`src/rtl/lft_pkg.sv`:
```
package lft_pkg;

  localparam int WORD_W   = 32;
  localparam int UID_LEN  = 5;
  localparam int CMD_LEN  = 10;
  localparam int AUTH_LEN = 64;
  localparam logic [UID_LEN-1:0] UID_CODE = 5'b11000;

  typedef enum logic [2:0] {
    CLS_UID,
    CLS_CMD,
    CLS_WORD,
    CLS_AUTH,
    CLS_OTHER
  } len_cls_e;

  typedef enum logic [1:0] {
    OP_READ,
    OP_INV,
    OP_WRITE,
    OP_BAD
  } op_e;

  typedef enum logic {
    ST_IDLE,
    ST_WRITING
  } tag_state_e;

  typedef struct packed {
    len_cls_e   cls;
    logic       uid_ok;
    logic       chk_ok;
    op_e        op;
    logic [2:0] sect;
  } dec_t;

endpackage

```
`src/rtl/lft_sector_store.sv`:
```
module lft_sector_store #(
  parameter int NUM_SECT = 12,
  parameter int DATA_W   = 32,
  localparam int SA_W    = (NUM_SECT > 1) ? $clog2(NUM_SECT) : 1
) (
  input  logic              clk,
  input  logic              rst_n,
  input  logic              pl_we,
  input  logic [SA_W-1:0]   pl_addr,
  input  logic [DATA_W-1:0] pl_data,
  input  logic              pw_we,
  input  logic [SA_W-1:0]   pw_addr,
  input  logic [DATA_W-1:0] pw_data,
  input  logic [SA_W-1:0]   rd_a_addr,
  output logic [DATA_W-1:0] rd_a_data,
  input  logic [SA_W-1:0]   rd_b_addr,
  output logic [DATA_W-1:0] rd_b_data
);

  logic [DATA_W-1:0] mem [NUM_SECT];

  // Protocol write beats preload on the same sector; out-of-range indices match nothing.
  always_ff @(posedge clk or negedge rst_n) begin
    if (!rst_n) begin
      for (int i = 0; i < NUM_SECT; i++) mem[i] <= '0;
    end else begin
      for (int i = 0; i < NUM_SECT; i++) begin
        if (pw_we && pw_addr == SA_W'(i))      mem[i] <= pw_data;
        else if (pl_we && pl_addr == SA_W'(i)) mem[i] <= pl_data;
      end
    end
  end

  always_comb begin
    rd_a_data = '0;
    rd_b_data = '0;
    for (int i = 0; i < NUM_SECT; i++) begin
      if (rd_a_addr == SA_W'(i)) rd_a_data = mem[i];
      if (rd_b_addr == SA_W'(i)) rd_b_data = mem[i];
    end
  end

  for (genvar g = 0; g < NUM_SECT; g++) begin : g_hold
    // a sector changes only when one of the two write ports addresses it
    assert_sector_hold_R11: assert property (@(posedge clk) disable iff (!rst_n)
      !(pl_we && pl_addr == SA_W'(g)) && !(pw_we && pw_addr == SA_W'(g))
      |=> $stable(mem[g]));
  end

endmodule

```
`src/rtl/lft_cmd_decode.sv`:
```
module lft_cmd_decode
  import lft_pkg::*;
#(
  parameter int LEN_W = 8
) (
  input  logic [LEN_W-1:0]   frm_len,
  input  logic [CMD_LEN-1:0] head,
  output dec_t               dec
);

  logic [1:0] opc, opc_n;
  logic [2:0] sec, sec_n;

  assign opc   = head[9:8];
  assign sec   = head[7:5];
  assign opc_n = head[4:3];
  assign sec_n = head[2:0];

  always_comb begin
    if (frm_len == LEN_W'(UID_LEN))       dec.cls = CLS_UID;
    else if (frm_len == LEN_W'(CMD_LEN))  dec.cls = CLS_CMD;
    else if (frm_len == LEN_W'(WORD_W))   dec.cls = CLS_WORD;
    else if (frm_len == LEN_W'(AUTH_LEN)) dec.cls = CLS_AUTH;
    else                                  dec.cls = CLS_OTHER;

    dec.uid_ok = (head[CMD_LEN-1 -: UID_LEN] == UID_CODE);
    dec.chk_ok = (sec_n == ~sec);
    dec.sect   = sec;

    case ({opc, opc_n})
      4'b1100: dec.op = OP_READ;
      4'b0110: dec.op = OP_INV;
      4'b1001: dec.op = OP_WRITE;
      default: dec.op = OP_BAD;
    endcase
  end

  always_comb begin
    // a frame reported as checked must carry complementary sector fields
    assert_check_pair_R3: assert (!dec.chk_ok || ((sec ^ sec_n) == 3'b111));
  end

endmodule

```
`src/rtl/lft_resp_ctrl.sv`:
```
module lft_resp_ctrl
  import lft_pkg::*;
#(
  parameter int NUM_SECT = 12,
  localparam int SA_W    = (NUM_SECT > 1) ? $clog2(NUM_SECT) : 1,
  localparam int RL_W    = $clog2(WORD_W + 1)
) (
  input  logic              clk,
  input  logic              rst_n,
  input  logic              frm_valid,
  output logic              frm_ready,
  input  logic [WORD_W-1:0] frm_word,
  input  dec_t              dec,
  output logic [SA_W-1:0]   rd_a_addr,
  input  logic [WORD_W-1:0] rd_a_data,
  input  logic [WORD_W-1:0] rd_b_data,
  output logic              pw_we,
  output logic [SA_W-1:0]   pw_addr,
  output logic [WORD_W-1:0] pw_data,
  output logic              rsp_valid,
  input  logic              rsp_ready,
  output logic [RL_W-1:0]   rsp_len,
  output logic [WORD_W-1:0] rsp_bits
);

  tag_state_e        st, st_nx;
  logic [2:0]        wsec, wsec_nx;
  logic              acc;
  logic              give;
  logic [RL_W-1:0]   give_len;
  logic [WORD_W-1:0] give_bits;

  assign frm_ready = !rsp_valid;
  assign acc       = frm_valid && frm_ready;

  always_comb begin
    case (dec.cls)
      CLS_CMD:  rd_a_addr = SA_W'(dec.sect);
      CLS_WORD: rd_a_addr = SA_W'(3);
      default:  rd_a_addr = '0;
    endcase
  end

  always_comb begin
    st_nx     = st;
    wsec_nx   = wsec;
    give      = 1'b0;
    give_len  = RL_W'(WORD_W);
    give_bits = rd_a_data;
    pw_we     = 1'b0;
    pw_addr   = SA_W'(wsec);
    pw_data   = frm_word;
    if (acc) begin
      case (dec.cls)
        CLS_UID: give = dec.uid_ok;
        CLS_CMD: begin
          if (dec.chk_ok) begin
            case (dec.op)
              OP_READ: give = 1'b1;
              OP_INV: begin
                give      = 1'b1;
                give_bits = ~rd_a_data;
              end
              OP_WRITE: begin
                give      = 1'b1;
                give_len  = RL_W'(CMD_LEN);
                give_bits = {frm_word[WORD_W-1 -: CMD_LEN], {(WORD_W-CMD_LEN){1'b0}}};
                st_nx     = ST_WRITING;
                wsec_nx   = dec.sect;
              end
              default: give = 1'b0;
            endcase
          end
        end
        CLS_WORD: begin
          if (st == ST_WRITING) begin
            pw_we = 1'b1;
            st_nx = ST_IDLE;
          end else begin
            give = (frm_word == rd_b_data);
          end
        end
        default: give = 1'b0;
      endcase
    end
  end

  always_ff @(posedge clk or negedge rst_n) begin
    if (!rst_n) begin
      st        <= ST_IDLE;
      wsec      <= '0;
      rsp_valid <= 1'b0;
      rsp_len   <= '0;
      rsp_bits  <= '0;
    end else begin
      st   <= st_nx;
      wsec <= wsec_nx;
      if (give) begin
        rsp_valid <= 1'b1;
        rsp_len   <= give_len;
        rsp_bits  <= give_bits;
      end else if (rsp_ready) begin
        rsp_valid <= 1'b0;
      end
    end
  end

  assert_rsp_hold_R10: assert property (@(posedge clk) disable iff (!rst_n)
    rsp_valid && !rsp_ready |=> rsp_valid && $stable(rsp_bits) && $stable(rsp_len));

  assert_rsp_len_R6: assert property (@(posedge clk) disable iff (!rst_n)
    rsp_valid |-> (rsp_len == RL_W'(WORD_W)) || (rsp_len == RL_W'(CMD_LEN)));

  assert_echo_state_R6: assert property (@(posedge clk) disable iff (!rst_n)
    rsp_valid && rsp_len == RL_W'(CMD_LEN) |-> st == ST_WRITING);

  assert_data_done_R7: assert property (@(posedge clk) disable iff (!rst_n)
    acc && dec.cls == CLS_WORD && st == ST_WRITING |=> st == ST_IDLE && !rsp_valid);

  assert_bad_check_R3: assert property (@(posedge clk) disable iff (!rst_n)
    acc && dec.cls == CLS_CMD && !dec.chk_ok |=> !rsp_valid && $stable(st));

  assert_auth_inert_R9: assert property (@(posedge clk) disable iff (!rst_n)
    acc && dec.cls == CLS_AUTH |=> !rsp_valid && $stable(st) && $stable(wsec));

endmodule

```
`src/rtl/lf_tag_responder.sv`:
```
module lf_tag_responder
  import lft_pkg::*;
#(
  parameter int NUM_SECT = 12,
  parameter int MAX_BITS = 160,
  localparam int LEN_W   = $clog2(MAX_BITS + 1),
  localparam int SA_W    = (NUM_SECT > 1) ? $clog2(NUM_SECT) : 1,
  localparam int RL_W    = $clog2(WORD_W + 1)
) (
  input  logic              clk,
  input  logic              rst_n,
  input  logic              frm_valid,
  output logic              frm_ready,
  input  logic [LEN_W-1:0]  frm_len,
  input  logic [WORD_W-1:0] frm_word,
  output logic              rsp_valid,
  input  logic              rsp_ready,
  output logic [RL_W-1:0]   rsp_len,
  output logic [WORD_W-1:0] rsp_bits,
  input  logic              pl_we,
  input  logic [SA_W-1:0]   pl_addr,
  input  logic [WORD_W-1:0] pl_data
);

  dec_t              dec;
  logic [SA_W-1:0]   rd_a_addr;
  logic [WORD_W-1:0] rd_a_data, rd_b_data;
  logic              pw_we;
  logic [SA_W-1:0]   pw_addr;
  logic [WORD_W-1:0] pw_data;

  lft_cmd_decode #(.LEN_W(LEN_W)) u_dec (
    .frm_len (frm_len),
    .head    (frm_word[WORD_W-1 -: CMD_LEN]),
    .dec     (dec)
  );

  lft_sector_store #(.NUM_SECT(NUM_SECT), .DATA_W(WORD_W)) u_store (
    .clk       (clk),
    .rst_n     (rst_n),
    .pl_we     (pl_we),
    .pl_addr   (pl_addr),
    .pl_data   (pl_data),
    .pw_we     (pw_we),
    .pw_addr   (pw_addr),
    .pw_data   (pw_data),
    .rd_a_addr (rd_a_addr),
    .rd_a_data (rd_a_data),
    .rd_b_addr (SA_W'(1)),
    .rd_b_data (rd_b_data)
  );

  lft_resp_ctrl #(.NUM_SECT(NUM_SECT)) u_ctrl (
    .clk       (clk),
    .rst_n     (rst_n),
    .frm_valid (frm_valid),
    .frm_ready (frm_ready),
    .frm_word  (frm_word),
    .dec       (dec),
    .rd_a_addr (rd_a_addr),
    .rd_a_data (rd_a_data),
    .rd_b_data (rd_b_data),
    .pw_we     (pw_we),
    .pw_addr   (pw_addr),
    .pw_data   (pw_data),
    .rsp_valid (rsp_valid),
    .rsp_ready (rsp_ready),
    .rsp_len   (rsp_len),
    .rsp_bits  (rsp_bits)
  );

endmodule

```
`config.mk`:
```
export PLATFORM = sky130hd
export DESIGN_NAME = lf_tag_responder
export DESIGN_NICKNAME = d
export VERILOG_FILES = /design/src/rtl/lft_pkg.sv /design/src/rtl/lft_sector_store.sv /design/src/rtl/lft_cmd_decode.sv /design/src/rtl/lft_resp_ctrl.sv /design/src/rtl/lf_tag_responder.sv
export SDC_FILE = /design/constraint.sdc
export NUM_CORES = 1
export LEC_CHECK = 0
export BUFFER_PORTS_ARGS = -buffer_cell sky130_fd_sc_hd__clkbuf_2
export CORE_MARGIN = 5
export CORE_UTILIZATION = 25
export CTS_BUF_LIST = sky130_fd_sc_hd__clkbuf_8 sky130_fd_sc_hd__clkbuf_16
export DETAILED_ROUTE_END_ITERATION = 12
export GPL_ROUTABILITY_DRIVEN = 0
export PLACE_DENSITY = 0.41
export SLEW_MARGIN = 40
export SYNTH_ARGS = -nofsm -noshare
export SYNTH_HDL_FRONTEND = slang
export SYNTH_SLANG_ARGS = --single-unit
```
`constraint.sdc`:
```
create_clock -name clk -period 2.07 [get_ports clk]
set_input_delay 0 -clock clk [delete_from_list [all_inputs] [get_ports clk]]
set_output_delay 0 -clock clk [all_outputs]
set_load 0.01 [all_outputs]
```
==> results of run 1 <==
[per-layer routing]
layer / wire length [um] / share of wire [%]
met4: 2400 / 3.4
met5: 0 / 0
met1: 31600 / 44
met3: 3390 / 4.8
met2: 33900 / 48
[synthesized netlist by cell type (18+ instances only)]
| cell type | instances |
|---|---|
| sky130_fd_sc_hd__a22oi_1 | 25 |
| sky130_fd_sc_hd__nand3_1 | 29 |
| sky130_fd_sc_hd__buf_1 | 48 |
| sky130_fd_sc_hd__clkbuf_1 | 110 |
| sky130_fd_sc_hd__mux2i_1 | 277 |
| sky130_fd_sc_hd__dfrtp_1 | 295 |
| sky130_fd_sc_hd__o221ai_1 | 18 |
| sky130_fd_sc_hd__o21ai_0 | 20 |
| sky130_fd_sc_hd__a21oi_1 | 311 |
| sky130_fd_sc_hd__nand2_1 | 40 |
| sky130_fd_sc_hd__nor2_1 | 302 |
| sky130_fd_sc_hd__buf_2 | 22 |
| sky130_fd_sc_hd__xor2_1 | 31 |
[cells in the final DEF (no fill, tap or decap), drive strengths merged, types with 13 or more instances in the layout]
| cell type | n |
|---|---|
| mux2 | 18 |
| nor2 | 302 |
| nand3 | 29 |
| dlygate4sd3 | 58 |
| buf | 266 |
| a21oi | 315 |
| mux2i | 277 |
| clkbuf | 162 |
| a22oi | 25 |
| o21ai | 20 |
| inv | 18 |
| nand2 | 42 |
| a32oi | 15 |
| o221ai | 21 |
| dfrtp | 295 |
| nor4 | 13 |
| a222oi | 15 |
| xor2 | 31 |
[worst max-delay path, stage by stage (launching register included)]
cell	delay [ns]
sky130_fd_sc_hd__dfrtp_1	0.40
sky130_fd_sc_hd__xor2_2	0.17
sky130_fd_sc_hd__nor4_4	0.36
sky130_fd_sc_hd__buf_4	0.17
sky130_fd_sc_hd__nand4_1	0.19
sky130_fd_sc_hd__o31ai_4	0.34
sky130_fd_sc_hd__buf_12	0.15
sky130_fd_sc_hd__o2111a_2	0.21
sky130_fd_sc_hd__buf_6	0.11
sky130_fd_sc_hd__mux2_4	0.28
sky130_fd_sc_hd__mux2i_1	0.14
[sequential cells by signal, summed over array words and instances (netlist names)]
name              count
u_store.mem         256
u_ctrl.rsp_bits      32
u_ctrl.wsec           3
u_ctrl.rsp_len        2
u_ctrl.rsp_valid      1
u_ctrl.st             1
[timing repair]
item	CTS	global route
gates resized for setup	18	9
hold buffers	59	0
setup endpoints to repair	35	36
pin swaps	8	13
gates cloned	0	2
hold endpoints to repair	552	0
buffers inserted	3	2
[where the power goes]
group,leakage [uW],internal [uW],switching (uW)
clock,0.000617,3890,2650
combinational,0.00601,1820,1840
sequential,0.00367,6940,721
[area by class of cell]
| cell class | instances | area [sq um] |
|---|---|---|
| antenna | 1 | 2.50 |
| multi-input combinational | 1266 | 8490 |
| sequential | 295 | 7380 |
| fill | 6816 | 43800 |
| tap | 864 | 1080 |
| clock buffer | 44 | 1030 |
| clock inverter | 16 | 158 |
| timing repair buffer | 442 | 3660 |
| inverter | 10 | 37.5 |
[metrics by stage]
step                power, uW  area (sq um)  instances  setup TNS [ns]  hold slack (ns)
finish                  17900         21800       2938          -15.11           0.0482
global route            18700         21800       2938          -17.99           0.0478
CTS                     18000         21700       2933          -18.66           0.0107
detailed placement      11300         19800       2813          -36.19          -0.0508
global placement        11200         19800       2813          -34.09          -0.0433
floorplan                9650         16600       1767         -0.0188           -0.296
[kinds of logic (layout without fill, tap and decap cells)]
family	count (synthesis)	after routing	synth area share, %
fa+ha+maj	3	3	0.227
compound gates	471	471	17.5
flops	295	295	44.6
xor+xnor	35	35	1.85
simple gates	459	459	12.5
buf+inv	206	512	5.27
other cells	1	4	0.0227
mux	295	295	18.0
[worst max path at each step]
stage	start	endpoint	slack (ns)	cells after the start
finish	u_store.mem[326]	u_ctrl.rsp_bits[30]	-0.53	10
global route	u_store.mem[326]	u_ctrl.rsp_bits[30]	-0.60	10
CTS	u_store.mem[321]	u_ctrl.rsp_bits[30]	-0.59	10
detailed placement	u_store.mem[332]	u_ctrl.rsp_bits[30]	-1.06	8
global placement	u_store.mem[326]	u_ctrl.rsp_bits[25]	-0.98	8
floorplan	u_store.mem[335]	u_ctrl.rsp_bits[25]	-0.009	8
==> results.md, run 1 <==
Outcome:
- The flow ran to the end, but the final reports show violations.
- The checks that failed: negative setup slack.

Critical path:
- The arrival time of the worst setup path is 3.08 ns.
- The required time of the critical path is 2.55 ns.
- In this run the worst path has a maximum fanout of 3.
- The reg-to-reg critical path endpoint is u_ctrl.rsp_bits[30].
- The setup check on the worst reg-to-reg path leaves a slack of -0.53 ns.
- The worst setup path is launched from a register.
- The critical path start-end classification is reg -> reg.
- Measured in cells, the most critical reg-to-reg path has a length of 10.
- The critical register-to-register path startpoint is u_store.mem[326].
- The kind of end point of the critical path is a register.

Worst hold path:
- The end of the worst hold path is u_ctrl.wsec[0].
- The class of the tightest hold or removal check is in -> reg.
- Along the worst hold path, the cell count comes to 3.
- The startpoint of the lowest-slack hold path is frm_word[27].

Timing:
- The number of max-slew violations in the final report was 0.
- Setup violations remaining at the end of the flow were counted as 35.
- Static timing analysis puts the maximum clock frequency at 0.385 GHz.
- Across all setup checks in the final design, the least slack found is -0.529 ns.
- Counting I/O delays and the setup requirement, the final critical path takes 2.60 ns.
- In the finished design, the share of the clock period the worst path needs comes to 126%.
- The worst-case headroom to the max-slew limit is 47.1%.
- Setup repair after global routing could not meet its margin everywhere.
- For the pin with the worst max-slew slack, the measured transition is 0.794 ns.
- The final clock skew is 0.0306 ns.
- The number of endpoints with negative hold slack in the final report is 0.

Placed design:
- The wire-length estimate of the detail-placed layout is 46800 um.
- Port buffering added 117 buffers.
- The worst setup slack after placement is -1.06 ns.

GRT:
- The met3 track demand over resource is 2.83%.
- The most congested layer reported by global routing is met2.
- The via count of the first global-routing pass came to 14940.
- The met2 global-route usage is 32.1%.
- The global routing usage summed across all routing layers is 19.2%.
- For this run, global-route usage on met1 was measured as 25.5%.
- The wire length of the first global-routing pass is 102000 um.
- Entering global routing, the biggest net connects 65 pins.
- The number of antenna violations at the first check in global routing is 1.
- The total overflow left after global routing is 0.

Drt:
- After the first detailed-routing iteration, the DRC count stood at 1104.
- The final routed wire length divided by cell count is 24.3 um.
- Wires add up to 71300 um.
- The via count is 14589.
- After detailed routing, the number of remaining DRC violations is 0.
- Using the TritonRoute via totals, the vias-per-cell ratio works out to 4.97.
- In this run the remaining antenna-violating nets after routing total 0.
- The first-pass iteration count of the detailed router is 5.

Die:
- In this run the core area contains 94 standard-cell rows.
- The die span in y is 267 um.
- After floorplanning, the core was sized to cover 65600 sq um.
- The area of the die is 71400 sq um.
- The count of boundary I/O pins is 121.
- The floorplan step set the die width to 267 um.
- The effective utilization at floorplan is 25.2%.

Clock network:
- The number of clock sinks seen by CTS is 295.
- The maximum level of the CTS H-tree is 2.
- The post-CTS clock slew at the launch and capture registers of the worst setup and hold paths is 0.06 ns.
- The CTS tree is done.
- At the later pin of the worst-skew pair, clock insertion delay measures 0.57 ns.
- In this run the deepest clock path goes through 3 buffers.
- The number of clock buffers inserted by TritonCTS is 36.
- The cell at the root of the clock tree is sky130_fd_sc_hd__clkbuf_16.

Yosys:
- The number of synthesized flops with an enable pin is 0.
- The async set-reset flop share out of synthesis is 100%.
- The synthesized design contains 295 register bits.
- In this run the biggest area consumer among cell types represents 44.6% of the synthesized area.
- The cell taking the most area after synthesis is sky130_fd_sc_hd__dfrtp_1.
- The number of different library cells used by synthesis comes to 71.
- The mean post-synth cell area is 9.37 sq um.
- Yosys attributes the largest share of cell area to sky130_fd_sc_hd__dfrtp_1 45%, sky130_fd_sc_hd__mux2i_1 17%, sky130_fd_sc_hd__a21oi_1 9.4%.
- Summing every instance area after synthesis gives 16500 sq um.
- The gate count after technology mapping is 1765.
- The leading register cell type out of synthesis is sky130_fd_sc_hd__dfrtp_1.
- After synthesis, flip-flops and latches occupy 44.6% of the total area.
- The synthesis warning total is 0.

Run:
- The max-cap check violation count is 0.

Power and ir drop:
- For this design the ratio of total power to cell area is 818 nW/um^2.
- The maximum resistive drop on vdd is 543 uV.
- The leakage power summed over all cells is 0.0103 uW.

Finish:
- In the final layout, the share of cells above drive strength 1 is 24.3%.
- From synthesis to final layout, the design area changed by 32.1%.
- Measured on the finished design, the core utilization comes to 33.3%.
- At the end of the flow, the number of nets in the layout was 2135.
(Power assumes the default switching activity.)
==> run 2: changes to the inputs <==
--- a/config.mk
+++ b/config.mk
@@ -12,6 +12,7 @@
 export DETAILED_ROUTE_END_ITERATION = 12
 export GPL_ROUTABILITY_DRIVEN = 0
 export PLACE_DENSITY = 0.41
+export SETUP_SLACK_MARGIN = 0.1
 export SLEW_MARGIN = 40
 export SYNTH_ARGS = -nofsm -noshare
 export SYNTH_HDL_FRONTEND = slang
==> run 2 against run 1 <==
  * The flow still finishes with violations (negative setup slack)
  * Sequential cell count stayed put
  * Routed wire length up 0.19%
  * Cell count is essentially flat
  * Global-route usage is 0.27 points higher
  * Fmax grew 2.5%
  * Non-clock buffer count decreased by 9
  * Clock skew barely moved
  * Worst hold slack better by 0.0055 ns
  * Clock power is essentially flat
  * Via count is 0.30% higher
  * Utilization increased by 0.13 points
  * Total power rose by 0.28%
  * Critical path type unchanged
  * Critical endpoint is now u_ctrl.rsp_len[5]
  * Largest power group unchanged
==> results.md, run 2 (same netlist as run 1, synthesis figures left out) <==
Finish:
- The post-layout instance area is 21900 sq um (+0.38%).
- The final core utilization was 33.4% (+0.13 points).
- From synthesis to final layout, the design area changed by 32.6%.
- The number of nets in the layout was 2127 (-0.37%).
- u_store.mem holds more flip-flops than any other register.
- The most frequent standard cell in the layout excluding fill and tap cells is sky130_fd_sc_hd__a21oi_1.
- The flip-flop count of the largest register after layout is 256 (unchanged).
- In the final layout, the registers with the most flip-flops are u_store.mem: 256 flops, u_ctrl.rsp_bits: 32 flops, u_ctrl.wsec: 3 flops.
- Leaving out fill and tap cells, the most frequent cells in the layout are 307 x sky130_fd_sc_hd__a21oi_1, 297 x sky130_fd_sc_hd__nor2_1, 295 x sky130_fd_sc_hd__dfrtp_1.
- The ratio of cells with drive above 1 in the final layout was 24.0% (-0.30 points).

Clock network:
- The maximum root-to-sink buffer count is 3 (unchanged).
- TritonCTS built the clock tree.
- The number of clock buffers inserted by TritonCTS is 37 (+2.8%).
- CTS placed an instance of sky130_fd_sc_hd__clkbuf_16 at the clock tree root.
- The number of clock sinks seen by CTS came to 295 (unchanged).
- The clock latency on the worst-skew pair is 0.58 ns (about the same).
- The post-CTS clock slew at the launch and capture registers of the worst setup and hold paths is 0.06 ns (about the same).
- The maximum level of the CTS H-tree is 2 (unchanged).

Outcome:
- The flow ran to the end, but the final reports show violations.
- The checks that failed: negative setup slack.

Die:
- The area of the core was 65600 sq um (unchanged).
- The die span in y is 267 um (unchanged).
- The effective utilization at floorplan is 25.2% (unchanged).
- The total number of placement rows is 94 (unchanged).
- The die extent in x is 267 um (unchanged).
- The area of the die is 71400 sq um (unchanged).
- The count of boundary I/O pins came to 121 (unchanged).

Critical path:
- Among the stages of the critical path, the cell type that occurs most often is sky130_fd_sc_hd__buf_4.
- The worst setup path is of the reg -> reg kind.
- The arrival time of the worst setup path is 2.98 ns (-0.10 ns).
- For this design, the slowest cell found on the critical path is sky130_fd_sc_hd__dfrtp_1.
- The kind of end point of the critical path is a register.
- The kind of cell with the highest combined delay along the critical path is simple AND/OR/NAND/NOR gates.
- The largest fanout on the critical path is 14 (+11).
- The maximum cell stage delay along the critical path is 0.38 ns (-0.02 ns).
- The buffers plus inverters on the worst setup path was 3 (unchanged).
- Walking the worst path, the cells encountered are xor2_1, nor4_1, nand3_1, o31ai_4, buf_4, o2111ai_4, buf_12, nor4_4, buf_4, nor2_1.
- The required time of the critical path was 2.51 ns (-0.04 ns).
- The worst setup path is launched from a register.

Timing:
- The worst-case setup margin in the final layout is -0.466 ns (+0.0631 ns).
- The worst-case headroom to the max-slew limit came to 42.9% (-4.1 points).
- The number of max-slew violations in the final report came to 0 (unchanged).
- The number of endpoints with negative hold slack in the final report is 0 (unchanged).
- The actual slew at the worst max-slew pin is 0.853 ns (+0.0593 ns).
- The final clock skew was 0.0309 ns (+0.000278 ns).
- Setup repair after global routing could not meet its margin everywhere.
- The final count of negative-setup-slack endpoints is 35 (unchanged).
- The post-route fraction of the period consumed by the critical path is 123% (-3.0 points).
- The final-layout worst hold slack was 0.0537 ns (+0.00550 ns).
- The time the final worst path needs with I/O delays and setup is 2.54 ns (-0.0631 ns).
- The maximum frequency from static timing analysis was 0.394 GHz (+2.5%).

Placed design:
- The total half-perimeter wirelength after legalization and detailed placement is 46700 um (about the same).
- The cell area after placement came to 19800 sq um (about the same).
- The worst setup slack after placement was -0.771 ns (+0.293 ns).
- The count of port buffers added during placement is 117 (unchanged).

Drt:
- The final wirelength is 71400 um (+0.19%).
- The number of design rule violations left after detail routing was 0 (unchanged).
- The final routed wire length divided by cell count is 24.3 um (+0.23%).
- The routed via count divided by cell count is 4.98 (+0.34%).
- The via count is 14633 (+0.30%).
- The remaining antenna violation count is 0 (unchanged).
- The DRC violation total after the first TritonRoute iteration is 1261 (+14%).
- The first-pass iteration count of the detailed router is 6 (+1).

Power and ir drop:
- The maximum resistive drop on vdd is 426 uV (-22%).
- The fraction of power consumed by the clock network is 36.6% (about the same).
- The switching power share of the total is 29.6% (+0.47 points).
- The part of the total power dissipated in sequential elements is 42.7% (-0.2 points).
- The leakage power summed over all cells is 0.0103 uW (+0.22%).
- The net switching power is 5310 uW (+1.9%).
- The total power draw is 17900 uW (+0.28%).
- The part of the total power dissipated in combinational logic is 20.7% (+0.2 points).
- The internal cell power is 12600 uW (-0.39%).
- The power per cell area was 817 nW/um^2 (about the same).

GRT:
- The pin count of the biggest net entering global routing is 66 (+1.5%).
- The remaining global-route overflow is 0 (unchanged).
- The via count of the first global-routing pass was 14680 (-1.7%).
- The wire length of the first global-routing pass is 104000 um (+1.6%).
- The number of antenna violations at the first check in global routing came to 2 (+1).
- The global routing usage summed across all routing layers came to 19.4% (+0.27 points).

Run:
- The max-cap check violation count is 0 (unchanged).

Worst hold path:
- The class of the tightest hold or removal check is in -> reg.
-- run 2: changes by cell type in the layout (fill, tap and decap cells not counted), sizes merged --
cell | previous run | this run
clkbuf | 162 | 166
diode | 1 | 3
clkinv | 4 | 6
dlygate4sd3 | 58 | 63
bufinv | 3 | 1
buf | 266 | 251
inv | 18 | 21
-- run 2: path summary, 6_finish.rpt --
check                                          from  depth (start not counted)                   to  slack [ns]
worst min-delay path                   frm_word[28]                          4     u_store.mem[220]        0.05
worst max-delay path               u_store.mem[336]                         10    u_ctrl.rsp_len[5]       -0.47
worst max register to register     u_store.mem[336]                         10    u_ctrl.rsp_len[5]       -0.47
max in group asynchronous                     rst_n                          3   u_ctrl.rsp_bits[2]        1.55
min in group asynchronous                     rst_n                          3     u_store.mem[167]        0.11
worst min register to register  u_ctrl.rsp_bits[24]                          1  u_ctrl.rsp_bits[24]        0.48
-- run 2: metrics by stage --
stage          cells  TNS (ns)
3_3_place_gp    2797    -34.44
5_1_grt         2936    -14.88
4_1_cts         2929    -14.19
3_5_place_dp    2797    -33.69
2_1_floorplan   1767   -0.0104
6_report        2937    -13.06
-- run 2: timing repair --
action                     in CTS  in global routing
setup buffers                   2                  2
pin swaps                       7                  3
setup endpoints to repair      35                 37
cloned                          0                  3
hold buffers                   64                  0
hold endpoints to repair      552                  0
gates resized for setup        14                 11
-- run 2: layer usage --
layer,routed length (um),track usage [%]
met5,0,0
met3,3340,2.54
met2,35200,33.7
met1,31600,26.1
met4,1310,4.00
-- run 2: layout make-up --
| class | count | area [sq um] |
|---|---|---|
| Tap cell | 864 | 1080 |
| Antenna cell | 3 | 7.51 |
| Clock buffer | 47 | 1070 |
| Fill cell | 6798 | 43700 |
| Sequential cell | 295 | 7380 |
| Inverter | 10 | 37.5 |
| Timing Repair Buffer | 433 | 3710 |
| Clock inverter | 19 | 135 |
| Multi-Input combinational cell | 1266 | 8500 |
-- run 2: power groups by stage --
stage | clock, uW | combinational, uW | sequential, uW
finish | 6550 | 3710 | 7650
global route | 6950 | 4070 | 7780
CTS | 6710 | 3730 | 7630
detailed placement | 0 | 3570 | 7720
global placement | 0 | 3510 | 7690
floorplan | 0 | 2120 | 7530
-- run 2: worst register-to-register path, delay by kind of cell (launching register included) --
| family | cells | cell delay [ns] |
|---|---|---|
| xor+xnor | 1 | 0.30 |
| compound gates | 2 | 0.46 |
| buf+inv | 3 | 0.51 |
| simple gates | 4 | 0.76 |
| flops | 1 | 0.38 |
==> run 3: changes to the inputs <==
--- a/config.mk
+++ b/config.mk
@@ -12,8 +12,10 @@
 export DETAILED_ROUTE_END_ITERATION = 12
 export GPL_ROUTABILITY_DRIVEN = 0
 export PLACE_DENSITY = 0.41
-export SETUP_SLACK_MARGIN = 0.1
+export RECOVER_POWER = 100
+export SETUP_SLACK_MARGIN = 0.2
 export SLEW_MARGIN = 40
 export SYNTH_ARGS = -nofsm -noshare
 export SYNTH_HDL_FRONTEND = slang
 export SYNTH_SLANG_ARGS = --single-unit
+export TNS_END_PERCENT = 30
==> run 3 against run 2 <==
  * The flow still finishes with violations (negative setup slack)
  * Utilization up 1.5 points
  * Non-clock buffer count up 18
  * Routed wire length up 9.7%
  * Clock-buffer cell count up 1
  * Sequential share of layout area down 1.5 points
  * Total power up 0.82%
==> results.md, run 3 (same netlist as run 1, synthesis figures left out) <==
Finish:
- The post-layout instance area was 22900 sq um (+4.5%).
- The footprint of the flip-flops and latches came to 7380 sq um (unchanged).
- The largest registers in the layout are u_store.mem: 256 flops, u_ctrl.rsp_bits: 32 flops, u_ctrl.wsec: 3 flops.
- The number of fill cells was 6702 (-1.4%).
- The top cell types in the final layout, fill and taps aside, are 295 x sky130_fd_sc_hd__dfrtp_1, 277 x sky130_fd_sc_hd__mux2i_1, 245 x sky130_fd_sc_hd__a21oi_1.
- The largest register by flop count is u_store.mem.
- The flip-flop count of the largest register after layout was 256 (unchanged).
- The number of nets in the layout is 2146 (+0.89%).
- The ratio of cells with drive above 1 in the final layout is 29.0% (+5.0 points).
- The multi-input combinational cell area is 9270 sq um (+9.0%).
- Compared with the post-synthesis result, the final layout area differs by 38.6%.
- The most frequent standard cell in the layout excluding fill and tap cells is sky130_fd_sc_hd__dfrtp_1.

Clock network:
- The number of clock buffers inserted by TritonCTS was 38 (+2.7%).
- The maximum level of the CTS H-tree was 2 (unchanged).
- The cell at the root of the clock tree is sky130_fd_sc_hd__clkbuf_16.
- The maximum root-to-sink buffer count is 3 (unchanged).
- The post-CTS clock slew at the launch and capture registers of the worst setup and hold paths came to 0.06 ns (about the same).
- The clock latency on the worst-skew pair came to 0.56 ns (-0.02 ns).
- TritonCTS built the clock tree.
- The number of clock sinks seen by CTS came to 295 (unchanged).

Outcome:
- The final reports fail on negative setup slack.
- The flow ran to the end, but the final reports show violations.

Power and ir drop:
- The total power draw is 18100 uW (+0.82%).
- The maximum resistive drop on vdd was 432 uV (+1.4%).
- The leakage power summed over all cells was 0.0103 uW (-0.37%).
- The power per cell area came to 788 nW/um^2 (-3.5%).

Die:
- The die span in y came to 267 um (unchanged).
- The die extent in x is 267 um (unchanged).
- The count of boundary I/O pins came to 121 (unchanged).
- The effective utilization at floorplan came to 25.2% (unchanged).
- The total number of placement rows came to 94 (unchanged).
- The area of the die came to 71400 sq um (unchanged).
- The area of the core came to 65600 sq um (unchanged).

Placed design:
- The cell area after placement is 19900 sq um (+0.44%).
- The count of port buffers added during placement came to 117 (unchanged).
- The total half-perimeter wirelength after legalization and detailed placement came to 47200 um (+1.1%).

Worst hold path:
- The end of the worst hold path is u_ctrl.rsp_bits[30].
- The worst hold path belongs to the class in -> reg.
- The number of cells traversed by the worst hold path came to 4 (unchanged).
- The worst hold path begins at frm_word[30].

Timing:
- The number of endpoints with negative hold slack in the final report is 0 (unchanged).
- The post-route fraction of the period consumed by the critical path is 129% (+6.1 points).
- The final count of negative-setup-slack endpoints came to 170 (+390%).
- The maximum frequency from static timing analysis is 0.376 GHz (-4.7%).
- The number of max-slew violations in the final report is 0 (unchanged).
- The worst-case setup margin in the final layout is -0.592 ns (-0.126 ns).
- The final clock skew is 0.0168 ns (-0.0140 ns).
- Setup repair after global routing could not meet its margin everywhere.
- The worst-case headroom to the max-slew limit came to 23.5% (-19 points).
- The time the final worst path needs with I/O delays and setup is 2.66 ns (+0.126 ns).
- The post-route setup TNS is -29.87 ns (-16.80 ns).
- The actual slew at the worst max-slew pin is 1.15 ns (+0.295 ns).

Critical path:
- The largest fanout on the critical path is 7 (-7).
- Traced cell by cell, the critical path runs through xor2_1, nor4_4, buf_4, nand4_1, o31ai_4, buf_6, o2111a_2, buf_12, buf_4, mux2_4.
- The reg-to-reg critical path endpoint is u_ctrl.rsp_bits[20].
- The arrival time of the worst setup path is 3.11 ns (+0.13 ns).
- STA classifies the critical path endpoint as a register.
- The critical path in this run is classified as reg -> reg.
- The most frequent cell on the critical path is sky130_fd_sc_hd__buf_4.
- The required time of the critical path is 2.52 ns (about the same).
- The startpoint class of the critical path is a register.
- The buffers plus inverters on the worst setup path is 4 (+1).
- The worst reg-to-reg path cell count is 10 (unchanged).
- The cell with the largest stage delay on the worst path is sky130_fd_sc_hd__dfrtp_1.
- The maximum cell stage delay along the critical path is 0.38 ns (about the same).
- The worst reg-to-reg setup slack is -0.59 ns (-0.13 ns).
- The critical register-to-register path startpoint is u_store.mem[326].
- The cell family with the largest share of critical-path delay is buffers and inverters.

Drt:
- The routed via count divided by cell count is 5.19 (+4.2%).
- The via count is 15322 (+4.7%).
- The number of design rule violations left after detail routing was 0 (unchanged).
- The first-pass iteration count of the detailed router came to 5 (-1).
- The DRC violation total after the first TritonRoute iteration came to 1312 (+4.0%).
- The remaining antenna violation count was 0 (unchanged).
- The final wirelength is 78300 um (+9.7%).
- The final routed wire length divided by cell count is 26.5 um (+9.1%).

GRT:
- The wire length of the first global-routing pass is 103000 um (-0.39%).
- The global routing usage summed across all routing layers came to 19.5% (+0.050 points).
- The pin count of the biggest net entering global routing is 98 (+48%).
- The remaining global-route overflow is 0 (unchanged).
- The number of antenna violations at the first check in global routing was 2 (unchanged).
- The via count of the first global-routing pass came to 14610 (-0.48%).

Run:
- The max-cap check violation count was 0 (unchanged).
run 3: changes by cell type in the layout (fill, tap and decap cells not counted), sizes merged:
cell and delta:
diode +1, clkbuf +19, buf -3, clkinvlp -1
inv -4, dlygate4sd3 +3
run 3: power by group:
group / total (uW) / internal, uW / leakage, uW / switching [uW]
registers: 7670 / 6940 / 0.00367 / 726
logic: 3870 / 1880 / 0.00599 / 1990
clock network: 6520 / 3830 / 0.000621 / 2690
run 3: through the flow:
| stage | util (%) | std cells | hold slack (ns) | setup slack [ns] |
|---|---|---|---|---|
| final | 34.9 | 2952 | 0.0456 | -0.592 |
| after global routing | 34.9 | 2950 | 0.0439 | -0.685 |
| after CTS | 33.5 | 2930 | 0.0145 | -0.542 |
| after detailed placement | 30.3 | 2798 | -0.0468 | -0.862 |
| after global placement | 30.3 | 2798 | -0.0537 | -0.898 |
| after floorplan | - | 1767 | -0.296 | -0.00521 |
run 3: worst reg2reg max path, delay by kind of cell (launching register included):
family	cells	cell delay, ns
buf+inv	4	0.57
simple gates	2	0.55
compound gates	2	0.54
flops	1	0.38
mux	1	0.28
xor+xnor	1	0.23
run 3: per-layer routing:
layer | routed length [um] | vias to the layer above | GRT usage [%]
li1 | - | 6921 | -
met1 | 34100 | 7805 | 26.2
met2 | 37400 | 467 | 32.7
met3 | 4010 | 127 | 2.56
met4 | 2700 | 2 | 6.01
met5 | 117 | - | 1.22
run 3: what timing repair did:
| item | in CTS | in global routing |
|---|---|---|
| endpoints found under the hold margin | 552 | 0 |
| endpoints found under the setup margin | 103 | 208 |
| buffers inserted | 2 | 6 |
| pin swaps | 8 | 68 |
| hold buffers | 67 | 0 |
| resized for setup | 29 | 228 |
| gates cloned | 1 | 12 |
run 3: cell type report:
type | instances | share of cell area [%]
Sequential cell | 295 | 32.2
Multi-Input combinational cell | 1266 | 40.4
Clock buffer | 48 | 4.80
Clock inverter | 14 | 0.393
Inverter | 10 | 0.164
Antenna cell | 4 | 0.0437
Timing Repair Buffer | 451 | 17.2
Tap cell | 864 | 4.72
run 3: worst max path at each step:
stage	start	end	slack [ns]	cells after the start
global placement	u_store.mem[326]	u_ctrl.rsp_bits[25]	-0.90	10
global route	u_store.mem[332]	u_ctrl.rsp_bits[25]	-0.69	10
finish	u_store.mem[326]	u_ctrl.rsp_bits[20]	-0.59	10
CTS	u_store.mem[332]	u_ctrl.rsp_bits[25]	-0.54	10
floorplan	u_store.mem[335]	u_ctrl.rsp_bits[25]	-0.005	8
detailed placement	u_store.mem[326]	u_ctrl.rsp_bits[30]	-0.86	10
